$ cat src/rtl/seg_xlate_pkg.sv
package seg_xlate_pkg;

  typedef enum logic [2:0] {
    CAUSE_NONE    = 3'd0,
    CAUSE_RANGE   = 3'd1,
    CAUSE_INVALID = 3'd2,
    CAUSE_LIMIT   = 3'd3,
    CAUSE_RIGHTS  = 3'd4
  } seg_cause_e;

  typedef enum logic [1:0] {
    ACC_READ  = 2'd0,
    ACC_WRITE = 2'd1,
    ACC_EXEC  = 2'd2,
    ACC_RSVD  = 2'd3
  } seg_acc_e;

  typedef enum logic {
    ST_IDLE,
    ST_FETCH
  } seg_state_e;

endpackage

$ cat src/rtl/seg_xlate_regs.sv
module seg_xlate_regs #(
  parameter int PA_W  = 16,
  parameter int LEN_W = 5
) (
  input  logic             clk,
  input  logic             rst_n,
  input  logic             cfg_we,
  input  logic             cfg_sel,
  input  logic [PA_W-1:0]  cfg_wdata,
  output logic [PA_W-1:0]  tbl_base,
  output logic [LEN_W-1:0] tbl_len
);

  logic [PA_W-1:0]  base_q, base_d;
  logic [LEN_W-1:0] len_q, len_d;
  logic             base_en, len_en;

  always_comb begin
    base_en = cfg_we && !cfg_sel;
    len_en  = cfg_we && cfg_sel;
    base_d  = cfg_wdata;
    len_d   = cfg_wdata[LEN_W-1:0];
  end

  always_ff @(posedge clk or negedge rst_n) begin
    if (!rst_n) begin
      base_q <= '0;
      len_q  <= '0;
    end else begin
      if (base_en) base_q <= base_d;
      if (len_en)  len_q  <= len_d;
    end
  end

  assign tbl_base = base_q;
  assign tbl_len  = len_q;

  // the segment count only moves on a count write
  a_r2_len_holds: assert property (@(posedge clk) disable iff (!rst_n)
    !(cfg_we && cfg_sel) |=> $stable(tbl_len));

endmodule

$ cat src/rtl/seg_xlate_check.sv
module seg_xlate_check
  import seg_xlate_pkg::*;
#(
  parameter int PA_W  = 16,
  parameter int OFF_W = 12,
  parameter int ENT_W = PA_W + OFF_W + 4
) (
  input  logic [ENT_W-1:0] entry,
  input  logic [OFF_W-1:0] off,
  input  logic [1:0]       acc,
  output logic [2:0]       cause,
  output logic [PA_W-1:0]  paddr
);

  localparam int LIM_LO = PA_W;
  localparam int V_BIT  = PA_W + OFF_W;

  logic [PA_W-1:0]  seg_base;
  logic [OFF_W-1:0] seg_limit;
  logic             seg_ok, rd_ok, wr_ok, ex_ok, rights_ok;
  seg_cause_e       cause_c;

  always_comb begin
    seg_base  = entry[PA_W-1:0];
    seg_limit = entry[LIM_LO +: OFF_W];
    seg_ok    = entry[V_BIT];
    rd_ok     = entry[V_BIT+1];
    wr_ok     = entry[V_BIT+2];
    ex_ok     = entry[V_BIT+3];

    case (seg_acc_e'(acc))
      ACC_READ:  rights_ok = rd_ok;
      ACC_WRITE: rights_ok = wr_ok;
      ACC_EXEC:  rights_ok = ex_ok;
      default:   rights_ok = 1'b0;
    endcase

    if (!seg_ok)                cause_c = CAUSE_INVALID;
    else if (off >= seg_limit)  cause_c = CAUSE_LIMIT;
    else if (!rights_ok)        cause_c = CAUSE_RIGHTS;
    else                        cause_c = CAUSE_NONE;

    cause = cause_c;
    paddr = (cause_c == CAUSE_NONE)
          ? seg_base + {{(PA_W-OFF_W){1'b0}}, off}
          : '0;
  end

endmodule

$ cat src/rtl/seg_xlate_unit.sv
module seg_xlate_unit
  import seg_xlate_pkg::*;
#(
  parameter int PA_W  = 16,
  parameter int SEG_W = 4,
  parameter int OFF_W = 12,
  localparam int LEN_W = SEG_W + 1,
  localparam int ENT_W = PA_W + OFF_W + 4
) (
  input  logic             clk,
  input  logic             rst_n,
  input  logic             cfg_we,
  input  logic             cfg_sel,
  input  logic [PA_W-1:0]  cfg_wdata,
  input  logic             req_valid,
  output logic             req_ready,
  input  logic [SEG_W-1:0] req_seg,
  input  logic [OFF_W-1:0] req_off,
  input  logic [1:0]       req_acc,
  output logic             mem_rd,
  output logic [PA_W-1:0]  mem_addr,
  input  logic             mem_rvalid,
  input  logic [ENT_W-1:0] mem_rdata,
  output logic             rsp_valid,
  output logic             rsp_trap,
  output logic [2:0]       rsp_cause,
  output logic [PA_W-1:0]  rsp_paddr
);

  logic [PA_W-1:0]  tbl_base;
  logic [LEN_W-1:0] tbl_len;

  seg_xlate_regs #(.PA_W(PA_W), .LEN_W(LEN_W)) regs_i (
    .clk       (clk),
    .rst_n     (rst_n),
    .cfg_we    (cfg_we),
    .cfg_sel   (cfg_sel),
    .cfg_wdata (cfg_wdata),
    .tbl_base  (tbl_base),
    .tbl_len   (tbl_len)
  );

  seg_state_e       state_q, state_d;
  logic [OFF_W-1:0] off_q;
  logic [1:0]       acc_q;
  logic [PA_W-1:0]  ent_addr_q, ent_addr_d;
  logic             req_ld;

  logic             rsp_valid_q, rsp_valid_d;
  logic             rsp_trap_q, rsp_trap_d;
  logic [2:0]       rsp_cause_q, rsp_cause_d;
  logic [PA_W-1:0]  rsp_paddr_q, rsp_paddr_d;
  logic             rsp_ld;

  logic             accept, range_bad;
  logic [2:0]       chk_cause;
  logic [PA_W-1:0]  chk_paddr;

  seg_xlate_check #(.PA_W(PA_W), .OFF_W(OFF_W), .ENT_W(ENT_W)) check_i (
    .entry (mem_rdata),
    .off   (off_q),
    .acc   (acc_q),
    .cause (chk_cause),
    .paddr (chk_paddr)
  );

  // next-state logic
  always_comb begin
    accept      = req_valid && (state_q == ST_IDLE);
    range_bad   = ({1'b0, req_seg} >= tbl_len);
    state_d     = state_q;
    req_ld      = 1'b0;
    ent_addr_d  = tbl_base + {{(PA_W-SEG_W){1'b0}}, req_seg};
    rsp_valid_d = 1'b0;
    rsp_ld      = 1'b0;
    rsp_trap_d  = rsp_trap_q;
    rsp_cause_d = rsp_cause_q;
    rsp_paddr_d = rsp_paddr_q;
    case (state_q)
      ST_IDLE: begin
        if (accept) begin
          if (range_bad) begin
            rsp_valid_d = 1'b1;
            rsp_ld      = 1'b1;
            rsp_trap_d  = 1'b1;
            rsp_cause_d = CAUSE_RANGE;
            rsp_paddr_d = '0;
          end else begin
            req_ld  = 1'b1;
            state_d = ST_FETCH;
          end
        end
      end
      ST_FETCH: begin
        if (mem_rvalid) begin
          rsp_valid_d = 1'b1;
          rsp_ld      = 1'b1;
          rsp_trap_d  = (chk_cause != CAUSE_NONE);
          rsp_cause_d = chk_cause;
          rsp_paddr_d = chk_paddr;
          state_d     = ST_IDLE;
        end
      end
      default: state_d = ST_IDLE;
    endcase
  end

  // registers
  always_ff @(posedge clk or negedge rst_n) begin
    if (!rst_n) begin
      state_q     <= ST_IDLE;
      off_q       <= '0;
      acc_q       <= '0;
      ent_addr_q  <= '0;
      rsp_valid_q <= 1'b0;
      rsp_trap_q  <= 1'b0;
      rsp_cause_q <= '0;
      rsp_paddr_q <= '0;
    end else begin
      state_q     <= state_d;
      rsp_valid_q <= rsp_valid_d;
      if (req_ld) begin
        off_q      <= req_off;
        acc_q      <= req_acc;
        ent_addr_q <= ent_addr_d;
      end
      if (rsp_ld) begin
        rsp_trap_q  <= rsp_trap_d;
        rsp_cause_q <= rsp_cause_d;
        rsp_paddr_q <= rsp_paddr_d;
      end
    end
  end

  assign req_ready = (state_q == ST_IDLE);
  assign mem_rd    = (state_q == ST_FETCH);
  assign mem_addr  = ent_addr_q;
  assign rsp_valid = rsp_valid_q;
  assign rsp_trap  = rsp_trap_q;
  assign rsp_cause = rsp_cause_q;
  assign rsp_paddr = rsp_paddr_q;

  // out-of-range segment answers next cycle, with no table read
  a_r3_no_fetch_on_range: assert property (@(posedge clk) disable iff (!rst_n)
    (req_valid && req_ready && ({1'b0, req_seg} >= tbl_len))
      |=> (!mem_rd && rsp_valid && rsp_cause == 3'd1));

  // read request held with a stable address until data arrives
  a_r4_addr_stable: assert property (@(posedge clk) disable iff (!rst_n)
    (mem_rd && !mem_rvalid) |=> (mem_rd && $stable(mem_addr)));

  // a trap never carries an address
  a_r9_trap_zero_paddr: assert property (@(posedge clk) disable iff (!rst_n)
    (rsp_valid && rsp_trap) |-> (rsp_paddr == '0));

  // cause code is non-zero exactly on traps
  a_r8_cause_iff_trap: assert property (@(posedge clk) disable iff (!rst_n)
    rsp_valid |-> (rsp_trap == (rsp_cause != 3'd0)));

  // no new request taken while a fetch is outstanding
  a_r10_busy_in_fetch: assert property (@(posedge clk) disable iff (!rst_n)
    mem_rd |-> !req_ready);

endmodule

$ cat config.mk
export PLATFORM = sky130hd
export DESIGN_NAME = seg_xlate_unit
export DESIGN_NICKNAME = d
export VERILOG_FILES = /design/src/rtl/seg_xlate_pkg.sv /design/src/rtl/seg_xlate_regs.sv /design/src/rtl/seg_xlate_check.sv /design/src/rtl/seg_xlate_unit.sv
export SDC_FILE = /design/constraint.sdc
export NUM_CORES = 1
export LEC_CHECK = 0
export BUFFER_PORTS_ARGS = -buffer_cell sky130_fd_sc_hd__buf_2
export CORE_MARGIN = 8
export CORE_UTILIZATION = 45
export DETAILED_ROUTE_END_ITERATION = 10
export PLACE_DENSITY_LB_ADDON = 0.25
export REMOVE_ABC_BUFFERS = 1
export SETUP_SLACK_MARGIN = 0.05
export SLEW_MARGIN = 30
export SYNTH_ARGS = -nofsm -noshare
export SYNTH_HDL_FRONTEND = slang
export SYNTH_SLANG_ARGS = --single-unit
export TNS_END_PERCENT = 100
$ cat constraint.sdc
create_clock -name clk -period 4.75 [get_ports clk]
set_input_delay 0.95 -clock clk [delete_from_list [all_inputs] [get_ports clk]]
set_output_delay 0.95 -clock clk [all_outputs]
set_load 0.01 [all_outputs]
==> out/metrics.sh <==
GRT_PASS1_VIAS=3413
POST-ROUTE-DRC-COUNT=0
POSTLAYOUTCOREUTIL_PCT=55.3
CRIT_SHARE_POST_ROUTE_PCT=58.2
PORT_BUFFERS=110
SLEW_OF_THE_PIN_WITH_THE_LOWEST_SLEW_MARGIN_PS=665
AVGVIACOUNTPERCELL=5.25
CRITPATHMAXFANOUT=5
FP-ROW-COUNT=35
SYNTH.DISTINCT_CELLS=49
SETUP-VIOLATIONS-FINAL=0
CLOCK_TREE.HTREE_LEVEL_COUNT=3
GR-TOTAL-OVERFLOW=0
MIN_DELAY_WORST_TYPE='reg -> reg'
PLACEDCELLCOUNT=594
IO_PINS=111
HOLD_VIOL_FINAL=0
DETAILED_PLACE_HPWL_MICRONS=7410
SYNTH_FA_HA_AREA_SHARE_PCT=10.8
CTS_POST_SETUP_BUFFERS_INSERTED=0
GR-USAGE-ALL-LAYERS_PCT=15.4
CTS.SINK_COUNT=73
POST_SYN_AREA_PER_CELL_SQ_UM=10.7
DETAILEDROUTE.FIRSTPASSITERATIONCOUNT=6
MULTIINPUTGATEAREA_SQ_MM=0.00212
STATUS='finished clean'
CRITICAL_PATH_CLASS='in -> reg'
FINALCRITICALPERIOD_PS=2760
SWITCHING_SHARE_PCT=35.8
CLK_TRANSITION_REPORTED_PATHS_PS=80
SYN_TO_FINAL_GROWTH_PCT=21.8
MAX_FCLK_MHz=362
CRIT_PATH_START_KIND='primary input'
POWER_DENSITY_mW_PER_MM2=496
FLOORPLAN.INITIALDENSITY_PCT=45.4
LAYOUT.CELLS.NON_FILLER=610
TRITONCTS='yes'
MAXIMUM_BUFFER_DEPTH_OF_THE_CLOCK_TREE=2
INTERNAL_POWER_uW=1590
DETAIL_ROUTE.ITER0.VIOLATIONS=96
POWER.SEQUENTIAL.FRACTION_PCT=38.1
HOLD_SLACK_PS=483
SYNTH.MUX.AREA_FRACTION_PCT=9.60
PLACE.GP.CONGESTION=0.794
WL_PER_CELL_MICRONS=15.4
LAYOUT.CELLS.MOST_COMMON='sky130_fd_sc_hd__buf_2'
FINALWIRELENGTH_MICRONS=9370
POWER.SHARE.COMBINATIONAL_PCT=40.2
TIMING.CRITICAL_PATH.TO_TYPE='flip-flop'
CHIPHEIGHT_MICRONS=111
NETS=600
TOTAL_POWER_uW=2470
CTS_INSERTED_BUFFERS=9
POST_SYNTH_INST_COUNT=382
YS.FLOP_TYPE='sky130_fd_sc_hd__dfrtp_1'
TOTAL_SWITCHING_POWER_uW=885
VIA_COUNT=3203
UNREPAIRED_SETUP_ENDPOINTS_AFTER_GLOBAL_ROUTING='false'
LAYOUT.CELLS.MOST_COMMON_LIST='109 x sky130_fd_sc_hd__buf_2, 73 x sky130_fd_sc_hd__dfrtp_1, 37 x sky130_fd_sc_hd__nand2_1'
FINAL_LAYOUT_SIZE_SUFFIX_GT1_SHARE_PCT=33.7
FILLCELLCOUNT=823
CLOCK_SKEW_PS=10.2
TIMING.CRITICAL_PATH.REQUIRED_PS=4990
CLOCKPOWERSHARE_PCT=21.7
WORST_SKEW_PAIR.LATE_LATENCY_PS=340
TNS_PS=0
SEQ_AREA_FRAC_SYNTH_PCT=44.6
GRT_ANTENNA_BEFORE_REPAIR=0
SYNTHSIMPLEGATEAREAFRAC_PCT=10.3
CLOCKROOTBUFFER='sky130_fd_sc_hd__clkbuf_8'
POST_SYNTH_EDFFS=0
NUM_ANTENNA_CELLS=0
PIN_COUNT_OF_THE_BIGGEST_NET_ENTERING_GLOBAL_ROUTING=74
PEAKVDDDROP_uV=228
CTS-HOLD-FIX-BUFFERS=0
GLOBAL_ROUTE_WIRE_LENGTH_BEFORE_REPAIR_MICRONS=15900
NETLIST_AREA_SQ_MM=0.00409
SYNTH_AREA_IN_XOR_XNOR_PCT=5.35
POWER.LEAKAGE_uW=0.00254
ANT_NETS=0
MAIN_COMBINATIONAL_CELL_FAMILY_BY_AREA_AFTER_SYNTHESIS='compound AO/OA/AOI/OAI gates'
CP_DATA_ARRIVAL_TIME_PS=3000
SYNTH_ASYNC_SR_FLOP_SHARE_PCT=100
CORE_SQ_MM=0.00902
YOSYS_WARNINGS=0
SLEW_VIOL_FINAL=0
SYNTH_COMPOUND_GATE_AREA_SHARE_PCT=15.3
SEQ_AREA_SQ_MM=0.00183
POST_CTS_RESIZED=0
DRV.MAX_CAP_VIOLATION_COUNT=0
YS_SEQ_ELEMENTS=73
DIE_WIDTH_MICRONS=111
MAX-SLEW-MARGIN-REL_PCT=55.7
DESIGN.DIE.AREA_SQ_MM=0.0124
metrics by stage:
step	worst slack, ps	cell area [sq um]
2_1_floorplan	1350	4030
3_3_place_gp	1570	4750
3_5_place_dp	1540	4750
4_1_cts	1890	4970
5_1_grt	1830	4990
6_report	1990	4990
Yosys cell counts, drive strengths merged, types with 2 or more instances:
cell type | instances | area, sq um
xor2 | 8 | 70.1
dfrtp | 73 | 1830
fa | 2 | 40.0
buf | 4 | 33.8
a31oi | 2 | 12.5
nand2 | 37 | 139
and3 | 5 | 31.3
mux2 | 34 | 383
a221oi | 3 | 26.3
nand3 | 8 | 40.0
a21o | 11 | 83.8
o21ai | 29 | 145
nor2 | 10 | 37.5
a21oi | 17 | 85.1
nor2b | 4 | 25.0
nor3 | 2 | 10.0
a211oi | 3 | 27.5
ha | 32 | 400
nor4 | 2 | 12.5
nand2b | 4 | 25.0
a22o | 16 | 140
inv | 29 | 109
nor4b | 4 | 35.0
clkbuf | 7 | 27.5
xnor2 | 17 | 149
registers in the layout, summed over array words and instances, names as in the netlist:
name	cells
acc_q	2
rsp_valid	1
rsp_paddr	16
off_q	12
mem_rd	1
rsp_cause	3
regs_i.tbl_base	16
mem_addr	16
regs_i.tbl_len	5
rsp_trap	1
path summary, 6_finish.rpt:
path,end,slack (ps),cells past startpoint,startpoint
min in group asynchronous,rsp_paddr[11],610,1,rst_n
min,mem_addr[9],480,2,mem_addr[9]
max in group asynchronous,regs_i.tbl_base[8],3670,1,rst_n
min reg2reg,mem_addr[9],480,2,mem_addr[9]
max,rsp_paddr[12],1990,9,mem_rdata[0]
max reg2reg,rsp_paddr[13],2290,7,off_q[1]
cell type report:
cell class / instances / area share (%)
repair buffers: 112 / 11.5
well taps: 111 / 2.79
multi-input cells: 269 / 42.5
clock inverters: 5 / 1.58
flip-flops and latches: 73 / 36.6
inverters: 29 / 2.18
clock buffers: 11 / 2.84
power by group through the flow:
stage / registers [uW] / logic, uW / clock network, uW
2_1_floorplan: 979 / 638 / 0
3_3_place_gp: 950 / 979 / 0
3_5_place_dp: 957 / 1010 / 0
4_1_cts: 947 / 1010 / 553
5_1_grt: 971 / 1120 / 578
6_report: 943 / 994 / 537
critical path, stage by stage:
cell,delay (ps)
sky130_fd_sc_hd__buf_2,100
sky130_fd_sc_hd__ha_1,230
sky130_fd_sc_hd__fa_1,410
sky130_fd_sc_hd__a21o_2,220
sky130_fd_sc_hd__a221o_1,380
sky130_fd_sc_hd__a21oi_1,230
sky130_fd_sc_hd__o21ai_0,120
sky130_fd_sc_hd__xor2_1,160
sky130_fd_sc_hd__a22o_1,190
metal layers:
metal	GRT usage [%]	share of wire [%]	wire [microns]
met5	0	0	0
met4	5.78	0.75	70
met3	4.14	5.9	550
met2	26.1	50	4720
met1	18.3	43	4020
cells by family after synthesis:
group,after synthesis
compound gates,91
xor+xnor,25
fa+ha+maj,34
buf+inv,40
flops,73
mux,35
simple gates,84
No activity file was read; power rests on OpenSTA's default activity.
